[src/rtl/ecc_sram_pkg.sv]
package ecc_sram_pkg;
  localparam int unsigned DATA_W = 32;
  localparam int unsigned BYTE_W = 8;
  localparam int unsigned BE_W   = DATA_W / BYTE_W;
  localparam int unsigned HAM_W  = 6;
  localparam int unsigned CHK_W  = HAM_W + 1;
  localparam int unsigned CW_W   = DATA_W + CHK_W;
  localparam int unsigned CW_POS = DATA_W + HAM_W;

  typedef enum logic [1:0] {S_IDLE, S_RD, S_MRG} ctrl_state_e;

  function automatic bit is_pow2(input int unsigned v);
    return (v & (v - 1)) == 0;
  endfunction

  // Hamming positions 1..CW_POS; check bits at powers of two.
  function automatic logic [CW_POS:1] spread(input logic [CW_W-1:0] w, input bit with_chk);
    logic [CW_POS:1] cw;
    int unsigned k;
    cw = '0;
    k = 0;
    for (int unsigned pos = 1; pos <= CW_POS; pos++) begin
      if (!is_pow2(pos)) begin
        cw[pos] = w[k];
        k++;
      end else if (with_chk) begin
        for (int unsigned i = 0; i < HAM_W; i++)
          if (pos == (32'd1 << i)) cw[pos] = w[DATA_W+i];
      end
    end
    return cw;
  endfunction

  function automatic logic [HAM_W-1:0] fold(input logic [CW_POS:1] cw);
    logic [HAM_W-1:0] s;
    s = '0;
    for (int unsigned i = 0; i < HAM_W; i++)
      for (int unsigned pos = 1; pos <= CW_POS; pos++)
        if (((pos >> i) & 32'd1) != 0) s[i] = s[i] ^ cw[pos];
    return s;
  endfunction

  function automatic logic [CW_W-1:0] secded_enc(input logic [DATA_W-1:0] d);
    logic [HAM_W-1:0] p;
    p = fold(spread({{CHK_W{1'b0}}, d}, 1'b0));
    return {^{p, d}, p, d};
  endfunction

  function automatic logic [HAM_W-1:0] secded_syn(input logic [CW_W-1:0] w);
    return fold(spread(w, 1'b1));
  endfunction

  function automatic logic [DATA_W-1:0] secded_flip(input logic [HAM_W-1:0] syn);
    logic [DATA_W-1:0] m;
    int unsigned k;
    m = '0;
    k = 0;
    for (int unsigned pos = 1; pos <= CW_POS; pos++) begin
      if (!is_pow2(pos)) begin
        if (pos == 32'(syn)) m[k] = 1'b1;
        k++;
      end
    end
    return m;
  endfunction
endpackage

[src/rtl/ecc_sram_enc.sv]
module ecc_sram_enc
  import ecc_sram_pkg::*;
(
  input  logic [DATA_W-1:0] data_i,
  output logic [CW_W-1:0]   cw_o
);
  assign cw_o = secded_enc(data_i);
endmodule

[src/rtl/ecc_sram_dec.sv]
module ecc_sram_dec
  import ecc_sram_pkg::*;
(
  input  logic [CW_W-1:0]   cw_i,
  output logic [DATA_W-1:0] data_o,
  output logic              sgl_o,
  output logic              dbl_o
);
  logic [HAM_W-1:0] syn;
  logic             par;
  logic             in_rng;

  assign syn    = secded_syn(cw_i);
  assign par    = ^cw_i;
  assign in_rng = 32'(syn) <= CW_POS;
  // odd overall parity = one flip (syn 0 means the overall bit itself)
  assign sgl_o  = par && in_rng;
  assign dbl_o  = (!par && (syn != '0)) || (par && !in_rng);
  assign data_o = cw_i[DATA_W-1:0] ^ (sgl_o ? secded_flip(syn) : '0);
endmodule

[src/rtl/ecc_sram_merge.sv]
module ecc_sram_merge
  import ecc_sram_pkg::*;
(
  input  logic [DATA_W-1:0] base_i,
  input  logic [DATA_W-1:0] new_i,
  input  logic [BE_W-1:0]   be_i,
  output logic [DATA_W-1:0] data_o
);
  for (genvar g = 0; g < BE_W; g++) begin : g_lane
    assign data_o[BYTE_W*g +: BYTE_W] = be_i[g] ? new_i[BYTE_W*g +: BYTE_W]
                                                : base_i[BYTE_W*g +: BYTE_W];
  end
endmodule

[src/rtl/ecc_sram_ctrl.sv]
module ecc_sram_ctrl
  import ecc_sram_pkg::*;
#(
  parameter int unsigned AW = 10
) (
  input  logic              clk_i,
  input  logic              rst_ni,
  input  logic              srst_i,
  input  logic              req_i,
  input  logic              we_i,
  input  logic [AW-1:0]     addr_i,
  input  logic [BE_W-1:0]   be_i,
  input  logic [DATA_W-1:0] wdata_i,
  output logic [DATA_W-1:0] rdata_o,
  output logic              ready_o,
  output logic              err_sgl_o,
  output logic              err_dbl_o,
  output logic              mem_en_o,
  output logic              mem_we_o,
  output logic [AW-1:0]     mem_addr_o,
  output logic [CW_W-1:0]   mem_wdata_o,
  input  logic [CW_W-1:0]   mem_rdata_i
);
  ctrl_state_e       state_q, state_d;
  logic              prev_rd_q;
  logic              pend_vld_q;
  logic [AW-1:0]     pend_addr_q;
  logic [DATA_W-1:0] pend_data_q;
  logic [DATA_W-1:0] mrg_base, mrg_out, enc_in, dec_data;
  logic              dec_sgl, dec_dbl;
  logic              pend_ld, pend_clr;
  logic              can_go, hit, full_wr, busy;

  assign can_go  = req_i && !srst_i;
  assign hit     = pend_vld_q && (addr_i == pend_addr_q);
  assign full_wr = &be_i;
  assign busy    = state_q != S_IDLE;

  assign mrg_base = (state_q == S_MRG) ? dec_data : pend_data_q;

  ecc_sram_merge i_merge (
    .base_i (mrg_base),
    .new_i  (wdata_i),
    .be_i   (be_i),
    .data_o (mrg_out)
  );

  ecc_sram_enc i_enc (
    .data_i (enc_in),
    .cw_o   (mem_wdata_o)
  );

  ecc_sram_dec i_dec (
    .cw_i   (mem_rdata_i),
    .data_o (dec_data),
    .sgl_o  (dec_sgl),
    .dbl_o  (dec_dbl)
  );

  always_comb begin
    state_d    = state_q;
    ready_o    = 1'b0;
    mem_en_o   = 1'b0;
    mem_we_o   = 1'b0;
    mem_addr_o = addr_i;
    enc_in     = wdata_i;
    pend_ld    = 1'b0;
    pend_clr   = 1'b0;
    unique case (state_q)
      S_IDLE: begin
        if (can_go && we_i && hit) begin
          ready_o = 1'b1;            // forward into pending word
          pend_ld = 1'b1;
        end else if (pend_vld_q) begin
          mem_en_o   = 1'b1;         // drain pending word first
          mem_we_o   = 1'b1;
          mem_addr_o = pend_addr_q;
          enc_in     = pend_data_q;
          pend_clr   = 1'b1;
        end else if (can_go) begin
          if (we_i && full_wr) begin
            mem_en_o = 1'b1;
            mem_we_o = 1'b1;
            ready_o  = 1'b1;
          end else if (!(we_i && prev_rd_q)) begin
            mem_en_o = 1'b1;
            state_d  = we_i ? S_MRG : S_RD;
          end
          // else: turnaround cycle after a read
        end
      end
      S_RD: begin
        ready_o = 1'b1;
        state_d = S_IDLE;
      end
      S_MRG: begin
        ready_o = 1'b1;
        state_d = S_IDLE;
        pend_ld = !dec_dbl;          // abort on uncorrectable word
      end
      default: state_d = S_IDLE;
    endcase
  end

  assign rdata_o   = (state_q == S_RD) ? dec_data : '0;
  assign err_sgl_o = busy && dec_sgl;
  assign err_dbl_o = busy && dec_dbl;

  always_ff @(posedge clk_i or negedge rst_ni) begin
    if (!rst_ni) begin
      state_q     <= S_IDLE;
      prev_rd_q   <= 1'b0;
      pend_vld_q  <= 1'b0;
      pend_addr_q <= '0;
      pend_data_q <= '0;
    end else begin
      state_q   <= state_d;
      prev_rd_q <= state_q == S_RD;
      if (pend_ld) begin
        pend_vld_q  <= 1'b1;
        pend_addr_q <= addr_i;
        pend_data_q <= mrg_out;
      end else if (pend_clr) begin
        pend_vld_q <= 1'b0;
      end
    end
  end

  AST_ERR_EXCL: assert property (@(posedge clk_i) disable iff (!rst_ni)
    $onehot0({err_sgl_o, err_dbl_o}));
  AST_ERR_WITH_READY: assert property (@(posedge clk_i) disable iff (!rst_ni)
    (err_sgl_o || err_dbl_o) |-> ready_o);
  AST_DBL_NO_WB: assert property (@(posedge clk_i) disable iff (!rst_ni)
    (state_q == S_MRG && err_dbl_o) |=> !pend_vld_q);
  AST_SRST_HOLD: assert property (@(posedge clk_i) disable iff (!rst_ni)
    (srst_i && state_q == S_IDLE) |-> !ready_o);
  AST_DATA_AFTER_RD: assert property (@(posedge clk_i) disable iff (!rst_ni)
    busy |-> $past(mem_en_o && !mem_we_o));
  AST_IDLE_DRAIN: assert property (@(posedge clk_i) disable iff (!rst_ni)
    (pend_vld_q && !req_i && state_q == S_IDLE) |-> (mem_we_o && mem_addr_o == pend_addr_q));
  AST_PEND_AFTER_MRG: assert property (@(posedge clk_i) disable iff (!rst_ni)
    (state_q == S_MRG && !err_dbl_o) |=> pend_vld_q);
endmodule

[config.mk]
export PLATFORM = sky130hd
export DESIGN_NAME = ecc_sram_ctrl
export DESIGN_NICKNAME = d
export VERILOG_FILES = /design/src/rtl/ecc_sram_pkg.sv /design/src/rtl/ecc_sram_enc.sv /design/src/rtl/ecc_sram_dec.sv /design/src/rtl/ecc_sram_merge.sv /design/src/rtl/ecc_sram_ctrl.sv
export SDC_FILE = /design/constraint.sdc
export NUM_CORES = 1
export LEC_CHECK = 0
export CAP_MARGIN = 20
export CORE_MARGIN = 2
export CORE_UTILIZATION = 40
export DETAILED_ROUTE_END_ITERATION = 10
export PLACE_DENSITY = 0.66
export SYNTH_ARGS = -nofsm -noshare
export SYNTH_HDL_FRONTEND = slang
export SYNTH_SLANG_ARGS = --single-unit
[constraint.sdc]
create_clock -name clk_i -period 5 [get_ports clk_i]
set_input_delay 1 -clock clk_i [delete_from_list [all_inputs] [get_ports clk_i]]
set_output_delay 1 -clock clk_i [all_outputs]
set_load 0.01 [all_outputs]
; ---- Yosys cells after proc, flatten, opt, wreduce, memory -nomap -nowiden
; Index checks and enable logic that the tools add are counted.
[classes]
eq_ne = 40
reduce_logical = 33
bitwise = 175
n_mux = 127
n_lt_le_gt_ge = 1
[op_table]
columns = cell, n
row1 = $mux W32, 10
row2 = $xor A1 B1 Y1, 174
row3 = $eq A5 B6 Y1 const A, 15
row4 = $mux W10, 7
row5 = $mux W1, 53
row6 = $mux W2, 23
row7 = $eq A4 B6 Y1 const A, 7
row8 = $mux W8, 5
row9 = $reduce_xor A39 Y1, 1
row10 = $reduce_xor A38 Y1, 1
row11 = $eq A6 B6 Y1 const A, 6
row12 = $xor A32 B32 Y32, 1
row13 = $mux W31, 1
row14 = $mux W30, 1
row15 = $mux W29, 1
row16 = $mux W28, 1
row17 = $mux W27, 1
row18 = $mux W26, 1
row19 = $mux W25, 1
row20 = $mux W24, 1
row21 = $mux W23, 1
row22 = $mux W22, 1
row23 = $mux W21, 1
row24 = $mux W20, 1
row25 = other kinds (33), 61
[word_totals]
register_bits = 46
out_inout_bits = 86
input_bits = 90

; ---- Depth between registers and ports, before layout
; Gate-level depths: netlist of the first run.
[logic_depth]
ltp_word = 55
ltp_mapped = 11
mapped_depth_nobuf = 8

; ---- By module
; Synthesis of the first run repeated with hierarchy kept, for this count alone.
[unflattened]
hier_cells = 535
hier_area_um2 = 6303.5
[by_module_without_submodules]
columns = module, n_inst, seq_area_each_um2, cells_each, area_each_um2
row1 = ecc_sram_ctrl, 1, 1151.1, 258, 3464.6
row2 = ecc_sram_dec, 1, 0.0, 155, 1366.3
row3 = ecc_sram_enc, 1, 0.0, 86, 947.2
row4 = ecc_sram_merge, 1, 0.0, 36, 525.5

; ---- Least setup slack after synthesis of the first run
; Ideal clock, no wire load.
[synth_path]
path_type = input -> output
start = input srst_i
end = output mem_wdata_o[38]
arrival_time_ps = 3570
path_buffers = 1
required_ps = 4000
slack_ps = 430
cell_stages = 9
cell_sequence = nand4b_1 or4_1 o311ai_1 buf_4 mux2i_1 xor2_1 xnor3_1 xnor2_1 xor3_1
[synth_between]
elab_chain_len = 25
elab_cells_between_ends = 92
[synth_lines]
columns = item, line_no
row1 = from (decl), ecc_sram_ctrl.sv:8  ; input logic srst_i,
row2 = $logic_not A1 Y1 (*), ecc_sram_ctrl.sv:34  ; assign can_go = req_i && !srst_i;
row3 = $logic_and A1 B1 Y1 (*), ecc_sram_ctrl.sv:34
row4 = $logic_and A1 B1 Y1 (*) (2 in a row), ecc_sram_ctrl.sv:71  ; if (can_go && we_i && hit) begin
row5 = $mux W32 (*), ecc_sram_ctrl.sv:71
row6 = $mux W32 (*) (2 in a row), ecc_sram_ctrl.sv:69  ; unique case (state_q)
row7 = $xor A1 B1 Y1 (16 in a row), ecc_sram_pkg.sv:39  ; if (((pos >> i) & 32'd1) != 0) s[i] = s[i] ^ cw[pos];
row8 = $xor A1 B1 Y1 (*), ecc_sram_pkg.sv:39
row9 = via mem_wdata_o[33], ecc_sram_ctrl.sv:21  ; output logic [CW_W-1:0] mem_wdata_o,
row10 = $reduce_xor A38 Y1 (*), ecc_sram_pkg.sv:46  ; return {^{p, d}, p, d};
row11 = to (decl), ecc_sram_ctrl.sv:21
; The timed path passes the listed nets; every way through them passes the cells marked *. The select of a mux whose other input is x is not followed.

; ---- Worst setup path in the final report of the first run
[layout_path]
start = input mem_rdata_i[17]
end = output rdata_o[20]
[layout_between]
elab_chain_len = 25
elab_cells_between_ends = 52
[layout_lines]
columns = item, line_no
row1 = from (decl), ecc_sram_ctrl.sv:22  ; input logic [CW_W-1:0] mem_rdata_i
row2 = $xor A1 B1 Y1 (9 in a row), ecc_sram_pkg.sv:39
row3 = $eq A5 B6 Y1, ecc_sram_pkg.sv:60  ; if (pos == 32'(syn)) m[k] = 1'b1;
row4 = $mux W21, ecc_sram_pkg.sv:60
row5 = $mux W22, ecc_sram_pkg.sv:60
row6 = $mux W23, ecc_sram_pkg.sv:60
row7 = $mux W24, ecc_sram_pkg.sv:60
row8 = $mux W25, ecc_sram_pkg.sv:60
row9 = $mux W26, ecc_sram_pkg.sv:60
row10 = $mux W27, ecc_sram_pkg.sv:60
row11 = $mux W28, ecc_sram_pkg.sv:60
row12 = $mux W29, ecc_sram_pkg.sv:60
row13 = $mux W30, ecc_sram_pkg.sv:60
row14 = $mux W31, ecc_sram_pkg.sv:60
row15 = $mux W32, ecc_sram_pkg.sv:60
row16 = $mux W32 (*), ecc_sram_dec.sv:19  ; assign data_o = cw_i[DATA_W-1:0] ^ (sgl_o ? secded_flip(syn) : '0);
row17 = $xor A32 B32 Y32 (*), ecc_sram_dec.sv:19
row18 = $mux W32 (*), ecc_sram_ctrl.sv:105  ; assign rdata_o = (state_q == S_RD) ? dec_data : '0;
row19 = to (decl), ecc_sram_ctrl.sv:14  ; output logic [DATA_W-1:0] rdata_o,
; Every way passes the cells marked *; elsewhere a longest branch is shown, timed or not.

==> results.json, run 1 <==
{
  "clkLatencyLatePin_ns": 0.30,
  "worstSetupPathType": "in2out",
  "rsz0062_at_grt": "true",
  "status": "complete, but fails checks",
  "dr.pass1.iters": 5,
  "grt_pass1_vias": 6238,
  "netlist_area_sq_um": 6020,
  "r2r_cells": 6,
  "synthCells": 615,
  "cts_root_buf": "clkbuf_16",
  "cts_made_buffers": 5,
  "violations": "negative setup slack",
  "antenna_found_initial": 0,
  "final-setup-viol-count": 4,
  "layout_min_cycle_time_ns": 5.074,
  "reg2reg_slack_ns": 2.00,
  "ys_seq_area_share_pct": 19.12,
  "cts_buffer_depth": 2,
  "critPathLaunchType": "input port",
  "synth_edf_count": 0,
  "critPathCaptureType": "primary output",
  "drtIter0Drc": 525,
  "hold_path_depth": 1,
  "die_w_microns": 126.7,
  "nFillCells": 1041,
  "pwr_density_cell_nw_per_um2": 657.2,
  "layout_commonest_cell": "buf_4",
  "grt_pass1_wl_microns": 34390,
  "clk_pin_slew_worst_paths_ns": 0.07,
  "placedCellCount": 1101,
  "leakage_uw": 0.004983,
  "fmax_mhz": 197.1,
  "grt_max_degree": 47,
  "gp_congestion": 0.9570,
  "antenna_left": 0,
  "clock_sinks": 46,
  "grt-ovfl-total": 0,
  "yosysUniqueCellTypes": 51,
  "detailed_place_hpwl_microns": 17080,
  "hp-class": "reg2reg",
  "rows": 44,
  "synth_seq_cells": 46,
  "irDropWorstVdd_v": 0.0005139,
  "cp.required_ns": 4.00,
  "start_util_pct": 41.11,
  "postLayoutCoreUtil_pct": 72.38,
  "synth_nets": 709,
  "final_cells": 1194,
  "fin_skew_ns": 0.006361,
  "worstPathArrival_ns": 4.07,
  "die_area_sq_um": 16050,
  "drc": 0,
  "vias": 6417,
  "drv_slew": 0,
  "via_per_inst": 5.374,
  "routed_wl_microns": 24760,
  "drive_gt1_share_pct": 43.17,
  "core_sq_um": 14640,
  "syn_to_final_growth_pct": 76.08,
  "grt_usage_pct": 27.20,
  "worstPathMaxFanout": 4,
  "drv_cap": 0,
  "cts_tree": "yes",
  "yosysWarnings": 0,
  "postSynthAreaPerCell_sq_um": 9.788,
  "final_cell_mix": "218 x buf_4, 94 x xnor2_1, 91 x clkdlybuf4s50_1",
  "pre_cts_ws_ns": -0.6593,
  "synthArstFlopShare_pct": 100.0,
  "worst_pin_slew_ns": 1.021,
  "wire_per_inst_microns": 20.74,
  "final_hold_viol_count": 0,
  "synthFlopType": "dfrtp_1",
  "fin_nets": 1103,
  "finalCritPeriodShare_pct": 101.5,
  "setup_slack_ns": -0.07354,
  "htreeDepth": 2,
  "max-slew-margin-rel_pct": 31.95,
  "diodes": 0,
  "die_y_microns": 126.7,
  "ios": 176,
  "numPortBuffers": 175
}
## power by group
group,total [uW],internal [uW],switching (uW)
sequential,765,560,204
clock,342,186,156
combinational,5860,3000,2860
total,6970,3750,3220
## cell families after synthesis
family	share of synthesized area, %
XOR/XNOR	38.18
multiplexers	16.67
buffers and inverters	3.326
flip-flops	19.12
AO/OA/AOI/OAI	8.855
AND/OR/NAND/NOR	13.01
adder cells (fa/ha/maj)	0.8315
## cells in the mapped netlist (5+ instances only)
| cell type | instances | area [sq um] |
|---|---|---|
| nand4_1 | 16 | 100.1 |
| nand3_1 | 5 | 25.02 |
| o21ai_0 | 32 | 160.2 |
| o21a_1 | 6 | 45.04 |
| a21boi_0 | 5 | 37.54 |
| xnor2_1 | 109 | 954.7 |
| xor2_1 | 64 | 560.5 |
| clkbuf_1 | 18 | 67.56 |
| nor2_1 | 14 | 52.55 |
| nor3_1 | 13 | 65.06 |
| nor2b_1 | 11 | 68.82 |
| mux2i_1 | 35 | 350.3 |
| dfrtp_1 | 46 | 1151 |
| a21oi_1 | 15 | 75.07 |
| nand2_1 | 29 | 108.9 |
| o31a_1 | 6 | 52.55 |
| inv_1 | 21 | 78.83 |
| xnor3_1 | 22 | 495.5 |
| mux2_4 | 9 | 135.1 |
| nand2b_1 | 6 | 37.54 |
| and2_1 | 18 | 112.6 |
| nor4_1 | 21 | 131.4 |
| mux2_2 | 46 | 518.0 |
## sequential cells by signal, summed over array words and instances (netlist names)
signal / cells
pend_data_q: 32
pend_addr_q: 10
state_q: 2
pend_vld_q: 1
prev_rd_q: 1
## critical path, cell delays in order
cell             delay (ns)
clkdlybuf4s50_1        0.45
buf_4                  0.17
xnor2_1                0.18
buf_4                  0.15
xor2_2                 0.16
buf_4                  0.13
buf_6                  0.11
xnor3_2                0.32
nor4_2                 0.28
buf_4                  0.19
nand4_1                0.23
xor2_2                 0.28
nor2b_1                0.18
clkdlybuf4s15_2        0.25
## area by class of cell
cell class                      instances  area (sq um)  area share (%)
Clock buffer                            5         125.1           1.180
Clock inverter                          3         21.27          0.2007
Inverter                               21         78.83          0.7437
Multi-Input combinational cell        525          5419           51.13
Sequential cell                        46          1151           10.86
Tap cell                              184         230.2           2.172
Timing Repair Buffer                  410          3573           33.72
## layer usage
layer | track usage [%] | routed length [microns]
met3 | 3.543 | 1418
met5 | 0 | 0
met4 | 6.399 | 946
met1 | 34.83 | 10040
met2 | 48.90 | 12360
## final timing paths
check                                start              end
setup / recovery           mem_rdata_i[17]      rdata_o[20]
hold / removal             pend_data_q[13]  pend_data_q[13]
setup reg to reg                pend_vld_q  pend_data_q[18]
hold reg to reg            pend_data_q[13]  pend_data_q[13]
max in group asynchronous           rst_ni  pend_data_q[16]
min in group asynchronous           rst_ni   pend_addr_q[3]
## through the flow
step	hold slack [ns]	cell area (sq um)	power (uW)	TNS [ns]
2_1_floorplan	0.4896	6020	3368	0
3_3_place_gp	0.5338	9091	5037	-15.26
3_5_place_dp	0.5416	9091	5114	-16.25
4_1_cts	0.5614	9971	6038	-1.141
5_1_grt	0.5818	10600	7263	-1.057
6_report	0.5566	10600	6966	-0.1326
## timing repair
item                                   CTS  global route
endpoints found under the hold margin    0             0
buffers inserted                        40            42
setup endpoints to repair               41            39
cloned                                   4             0
pin swaps                               42            70
gates resized for setup                145           141
hold buffers                             0             0
Note: power is estimated with default switching activity, not from simulation.
==> inputs of run 2 (changes only) <==
--- a/config.mk
+++ b/config.mk
@@ -6,10 +6,10 @@
 export NUM_CORES = 1
 export LEC_CHECK = 0
 export CAP_MARGIN = 20
-export CORE_MARGIN = 2
 export CORE_UTILIZATION = 40
 export DETAILED_ROUTE_END_ITERATION = 10
 export PLACE_DENSITY = 0.66
 export SYNTH_ARGS = -nofsm -noshare
 export SYNTH_HDL_FRONTEND = slang
+export SYNTH_HIERARCHICAL = 1
 export SYNTH_SLANG_ARGS = --single-unit
==> results.json, run 2 <==
{
  "critPathCaptureType": "primary output",
  "final-setup-viol-count": 2,
  "clk_pin_slew_worst_paths_ns": 0.07,
  "pwr_density_cell_nw_per_um2": 714.8,
  "synth_edf_count": 0,
  "cts_tree": "yes",
  "worst_pin_slew_ns": 0.9415,
  "core_sq_um": 15310,
  "reg_top3": "pend_data_q (32), pend_addr_q (10), state_q (2)",
  "violations": "negative setup slack",
  "die_w_microns": 127.5,
  "numPortBuffers": 175,
  "synth.area.top_cells": "mux2_4 24%, dfrtp_1 18%, xnor2_1 14%",
  "leakage_uw": 0.005283,
  "final_hold_viol_count": 0,
  "worstPathArrival_ns": 4.23,
  "dr.pass1.iters": 4,
  "grt_usage_pct": 26.06,
  "place_area_sq_um": 9253,
  "yosysUniqueCellTypes": 44,
  "clock_sinks": 46,
  "irDropWorstVdd_v": 0.0007747,
  "antenna_left": 0,
  "detailed_place_hpwl_microns": 15660,
  "start_util_pct": 41.16,
  "cpLargestDelayFamily": "XOR/XNOR gates",
  "postLayoutCoreUtil_pct": 69.56,
  "drv_slew": 0,
  "critPathLaunchType": "input port",
  "grt_max_degree": 47,
  "max-slew-margin-rel_pct": 37.23,
  "synthCells": 535,
  "synthFlopType": "dfrtp_1",
  "grt_pass1_wl_microns": 32370,
  "layout_commonest_cell": "buf_4",
  "htreeDepth": 2,
  "synthTopCellsByCount": "102 x mux2_4, 102 x xnor2_1, 46 x dfrtp_1, 46 x mux2_2, 36 x and2_1",
  "ys_seq_area_share_pct": 18.26,
  "status": "complete, but fails checks",
  "cts_buffer_depth": 2,
  "synth_top_area_share_pct": 24.30,
  "grt_pass1_vias": 5863,
  "yosysWarnings": 6,
  "drc": 0,
  "fin_nets": 1001,
  "drv_cap": 0,
  "grt-ovfl-total": 0,
  "critPathBufInv": 4,
  "finalCritPeriodShare_pct": 104.6,
  "routed_wl_microns": 21770,
  "rows": 45,
  "ios": 176,
  "netlist_area_sq_um": 6304,
  "setup_slack_ns": -0.2323,
  "gp_congestion": 0.8923,
  "cts_hold_buf": 0,
  "layout_min_cycle_time_ns": 5.232,
  "largest_register_ffs": 32,
  "die_area_sq_um": 16270,
  "fmax_mhz": 191.1,
  "largest_register": "pend_data_q",
  "drtIter0Drc": 219,
  "synth_nets": 629,
  "drive_gt1_share_pct": 60.90,
  "stdcell_area_sq_um": 10650,
  "yosys.area.top_type": "mux2_4",
  "cts_root_buf": "clkbuf_16",
  "max_stage_delay_ns": 0.44,
  "worstSetupPathType": "in2out",
  "vias": 5538,
  "synth_seq_cells": 46,
  "crit_chain": "buf_8 > xor2_4 > nor4_4 > a31oi_4 > buf_12 > buf_16 > mux2_4 > xnor3_2 > xor2_2 > xnor3_1 > xnor3_2 > xnor3_1 > buf_2",
  "cp_slowest_cell": "xnor3_1",
  "synthArstFlopShare_pct": 100.0,
  "hp-class": "reg2reg",
  "rsz0062_at_grt": "true",
  "syn_to_final_growth_pct": 69.00,
  "die_y_microns": 127.5,
  "wire_per_inst_microns": 19.43,
  "worstPathMaxFanout": 12,
  "cp.required_ns": 4.00,
  "final_cell_mix": "232 x buf_4, 102 x mux2_4, 91 x clkdlybuf4s50_1",
  "cts_made_buffers": 5,
  "fin_skew_ns": 0.006534,
  "antenna_found_initial": 2,
  "postSynthAreaPerCell_sq_um": 11.78,
  "via_per_inst": 4.945,
  "clkLatencyLatePin_ns": 0.29
}
run 2: timing repair:
item	CTS	global route
buffers inserted	43	25
gates resized for setup	252	78
cloned	2	0
pin swaps	74	53
setup endpoints to repair	41	40
run 2: area by class of cell:
type	instances	area, sq um
inverters	4	15.01
clock buffers	6	128.9
well taps	211	264.0
flip-flops and latches	46	1151
multi-input cells	429	5434
fillers	1057	4662
clock inverters	2	37.54
diodes	1	2.502
repair buffers	421	3620
run 2: cells by family after synthesis:
| kind of cell | synth area share, % |
|---|---|
| XOR/XNOR | 28.90 |
| multiplexers | 32.83 |
| AND/OR/NAND/NOR | 10.50 |
| buffers and inverters | 6.828 |
| flip-flops | 18.26 |
| AO/OA/AOI/OAI | 1.886 |
| adder cells (fa/ha/maj) | 0.7940 |
run 2: metrics by stage:
step | hold WS, ns | setup slack (ns) | power, uW | setup TNS, ns | cells
4_1_cts | 0.5442 | -0.2783 | 7100 | -0.2864 | 1095
6_report | 0.5481 | -0.2323 | 7615 | -0.3054 | 1120
3_3_place_gp | 0.5133 | -0.8205 | 6263 | -23.13 | 1042
3_5_place_dp | 0.5251 | -0.9329 | 6392 | -25.46 | 1042
5_1_grt | 0.5624 | -0.3159 | 7950 | -1.086 | 1120
2_1_floorplan | 0.4943 | 0.08191 | 4098 | 0 | 535
run 2: final timing paths:
| check | startpoint | endpoint | slack, ns | depth (start not counted) |
|---|---|---|---|---|
| min in group asynchronous | rst_ni | pend_data_q[22] | 0.80 | 2 |
| min reg2reg | pend_data_q[1] | pend_data_q[1] | 0.55 | 1 |
| max | addr_i[3] | mem_wdata_o[38] | -0.23 | 13 |
| max reg2reg | state_q[0] | pend_data_q[16] | 2.80 | 7 |
| min | pend_data_q[1] | pend_data_q[1] | 0.55 | 1 |
| max in group asynchronous | rst_ni | pend_data_q[9] | 3.76 | 2 |
run 2: per-layer routing:
layer	track usage (%)	up-vias	part of all wire [%]
met3	3.266	57	4.2
met1	31.13	2764	40
met5	0	-	0
met4	10.71	0	4.1
li1	-	2536	-
met2	47.12	181	51
run 2: where the power goes:
group / internal, uW / switching [uW]
clock: 236 / 152
sequential: 552 / 194
combinational: 3860 / 2620
==> inputs of run 3 (changes only) <==
--- a/config.mk
+++ b/config.mk
@@ -6,9 +6,9 @@
 export NUM_CORES = 1
 export LEC_CHECK = 0
 export CAP_MARGIN = 20
-export CORE_UTILIZATION = 40
+export CORE_UTILIZATION = 50
 export DETAILED_ROUTE_END_ITERATION = 10
-export PLACE_DENSITY = 0.66
+export PLACE_DENSITY = 0.8
 export SYNTH_ARGS = -nofsm -noshare
 export SYNTH_HDL_FRONTEND = slang
 export SYNTH_HIERARCHICAL = 1
==> results.json, run 3 (same netlist as run 2, synthesis figures left out) <==
{
  "status": "complete, but fails checks",
  "violations": "negative setup slack",
  "cts_made_buffers": 5,
  "cp_common_cell": "xnor3_1",
  "reg2reg_slack_ns": 2.61,
  "layout_commonest_cell": "buf_4",
  "finalCritPeriodShare_pct": 108.1,
  "clockPowerShare_pct": 5.6,
  "gp_congestion": 0.9269,
  "fin_skew_ns": 0.009898,
  "max-slew-margin-rel_pct": 25.20,
  "syn_to_final_growth_pct": 71.38,
  "top_layer": "met5",
  "vias": 6326,
  "hold_path_depth": 1,
  "worstSetupPathType": "in2out",
  "internal-power_uw": 4823,
  "clkLatencyLatePin_ns": 0.31,
  "switching_share_pct": 41.53,
  "worstPathMaxFanout": 5,
  "antenna_found_initial": 1,
  "die_w_microns": 114.3,
  "worstHoldStart": "pend_data_q[7]",
  "grt_pass1_vias": 6541,
  "grt_max_degree": 47,
  "core_sq_um": 12160,
  "whs_endpoint": "pend_data_q[7]",
  "ios": 176,
  "clk_pin_slew_worst_paths_ns": 0.07,
  "r2r-start": "state_q[0]",
  "reg_top3": "pend_data_q (32), pend_addr_q (10), state_q (2)",
  "drv_slew": 0,
  "p_switching_uw": 3426,
  "final-setup-viol-count": 32,
  "cts_hold_buf": 0,
  "dr.pass1.iters": 4,
  "fmax_mhz": 185.1,
  "crit_chain": "buf_2 > xor2_2 > nor4_4 > a31oi_4 > buf_4 > buf_6 > mux2_4 > xnor2_4 > xnor3_1 > buf_4 > xnor3_1 > xnor3_2 > xnor3_1 > buf_2",
  "p_total_uw": 8249,
  "r2r_cells": 6,
  "grt_usage_pct": 38.21,
  "max_stage_delay_ns": 0.46,
  "irDropWorstVdd_v": 0.0005521,
  "layout_min_cycle_time_ns": 5.404,
  "dr_wl_met3_microns": 2407,
  "htreeDepth": 2,
  "numPortBuffers": 175,
  "diodes": 0,
  "die_y_microns": 114.3,
  "rows": 40,
  "die_area_sq_um": 13060,
  "critPathCaptureType": "primary output",
  "fin_nets": 1000,
  "clock_sinks": 46,
  "worst_pin_slew_ns": 1.122,
  "drv_cap": 0,
  "detailed_place_hpwl_microns": 15000,
  "worstPathArrival_ns": 4.40,
  "critPathBufInv": 5,
  "setup_slack_ns": -0.4038,
  "r2r-end": "pend_data_q[2]",
  "pwr-share-seq_pct": 9.6,
  "hp-class": "reg2reg",
  "rsz0062_at_grt": "true",
  "routed_wl_microns": 29520,
  "wire_per_inst_microns": 27.46,
  "pwr_density_cell_nw_per_um2": 763.6,
  "start_util_pct": 51.83,
  "grt-ovfl-total": 0,
  "final_cell_mix": "230 x buf_4, 103 x mux2_4, 87 x clkdlybuf4s50_1",
  "drive_gt1_share_pct": 63.62,
  "critPathLaunchType": "input port",
  "largest_register": "pend_data_q",
  "largest_register_ffs": 32,
  "wl_met2_microns": 14000,
  "drc": 0,
  "drtIter0Drc": 539,
  "cp.required_ns": 4.00,
  "tns_ns": -2.934,
  "cts_buffer_depth": 2,
  "leakage_uw": 0.005401,
  "cpLargestDelayFamily": "XOR/XNOR gates",
  "cts_root_buf": "clkbuf_16",
  "grt_pass1_wl_microns": 36940,
  "final_hold_viol_count": 0,
  "antenna_left": 0,
  "via_per_inst": 5.885,
  "combPwrFrac_pct": 84.8,
  "cp_slowest_cell": "xnor3_1",
  "wl_met1_microns": 10630,
  "cts_tree": "yes"
}
[run 3: routing by layer]
layer,global-route usage (%),vias up
met2,64.48,492
li1,-,2540
met5,0,-
met3,6.300,192
met4,25.11,2
met1,45.03,3100
[run 3: repair_timing]
item / 4_1_cts / 5_1_grt
gates resized for setup: 274 / 97
setup endpoints to repair: 41 / 39
endpoints found under the hold margin: 0 / 0
pin swaps: 79 / 58
buffers inserted: 59 / 22
cloned: 2 / 1
[run 3: worst max-delay path by stage]
stage | startpoint | to | slack [ns] | depth (start not counted)
6_report | addr_i[5] | mem_wdata_o[38] | -0.40 | 14
5_1_grt | addr_i[5] | mem_wdata_o[38] | -0.46 | 14
4_1_cts | addr_i[9] | mem_wdata_o[38] | -0.31 | 14
3_5_place_dp | addr_i[8] | mem_wdata_o[38] | -0.88 | 13
3_3_place_gp | addr_i[8] | mem_wdata_o[38] | -0.81 | 12
2_1_floorplan | srst_i | mem_wdata_o[38] | 0.08 | 10
[run 3: per-stage QoR]
| step | instance area, sq um | util [%] | setup slack [ns] | hold slack (ns) | instances |
|---|---|---|---|---|---|
| 3_3_place_gp | 9086 | 74.71 | -0.8114 | 0.5103 | 984 |
| 3_5_place_dp | 9086 | 74.71 | -0.8766 | 0.5257 | 984 |
| 2_1_floorplan | 6304 | - | 0.08191 | 0.4943 | 535 |
| 6_report | 10800 | 88.83 | -0.4038 | 0.5538 | 1075 |
| 4_1_cts | 10360 | 85.15 | -0.3112 | 0.5423 | 1053 |
| 5_1_grt | 10800 | 88.83 | -0.4612 | 0.5651 | 1075 |
[run 3: power groups by stage]
stage / Clock, uW / Combinational [uW] / Sequential [uW]
after floorplan: 0 / 3440 / 662
after global placement: 0 / 5520 / 699
after detailed placement: 0 / 5630 / 713
after CTS: 457 / 6240 / 729
after global routing: 483 / 7230 / 790
final: 461 / 7000 / 789
[run 3: cell type report]
type / count / area, sq um
multi-input cells: 429 / 5650
repair buffers: 420 / 3582
fillers: 474 / 1359
flip-flops and latches: 46 / 1151
well taps: 168 / 210.2
clock buffers: 5 / 125.1
clock inverters: 3 / 68.82
inverters: 4 / 15.01
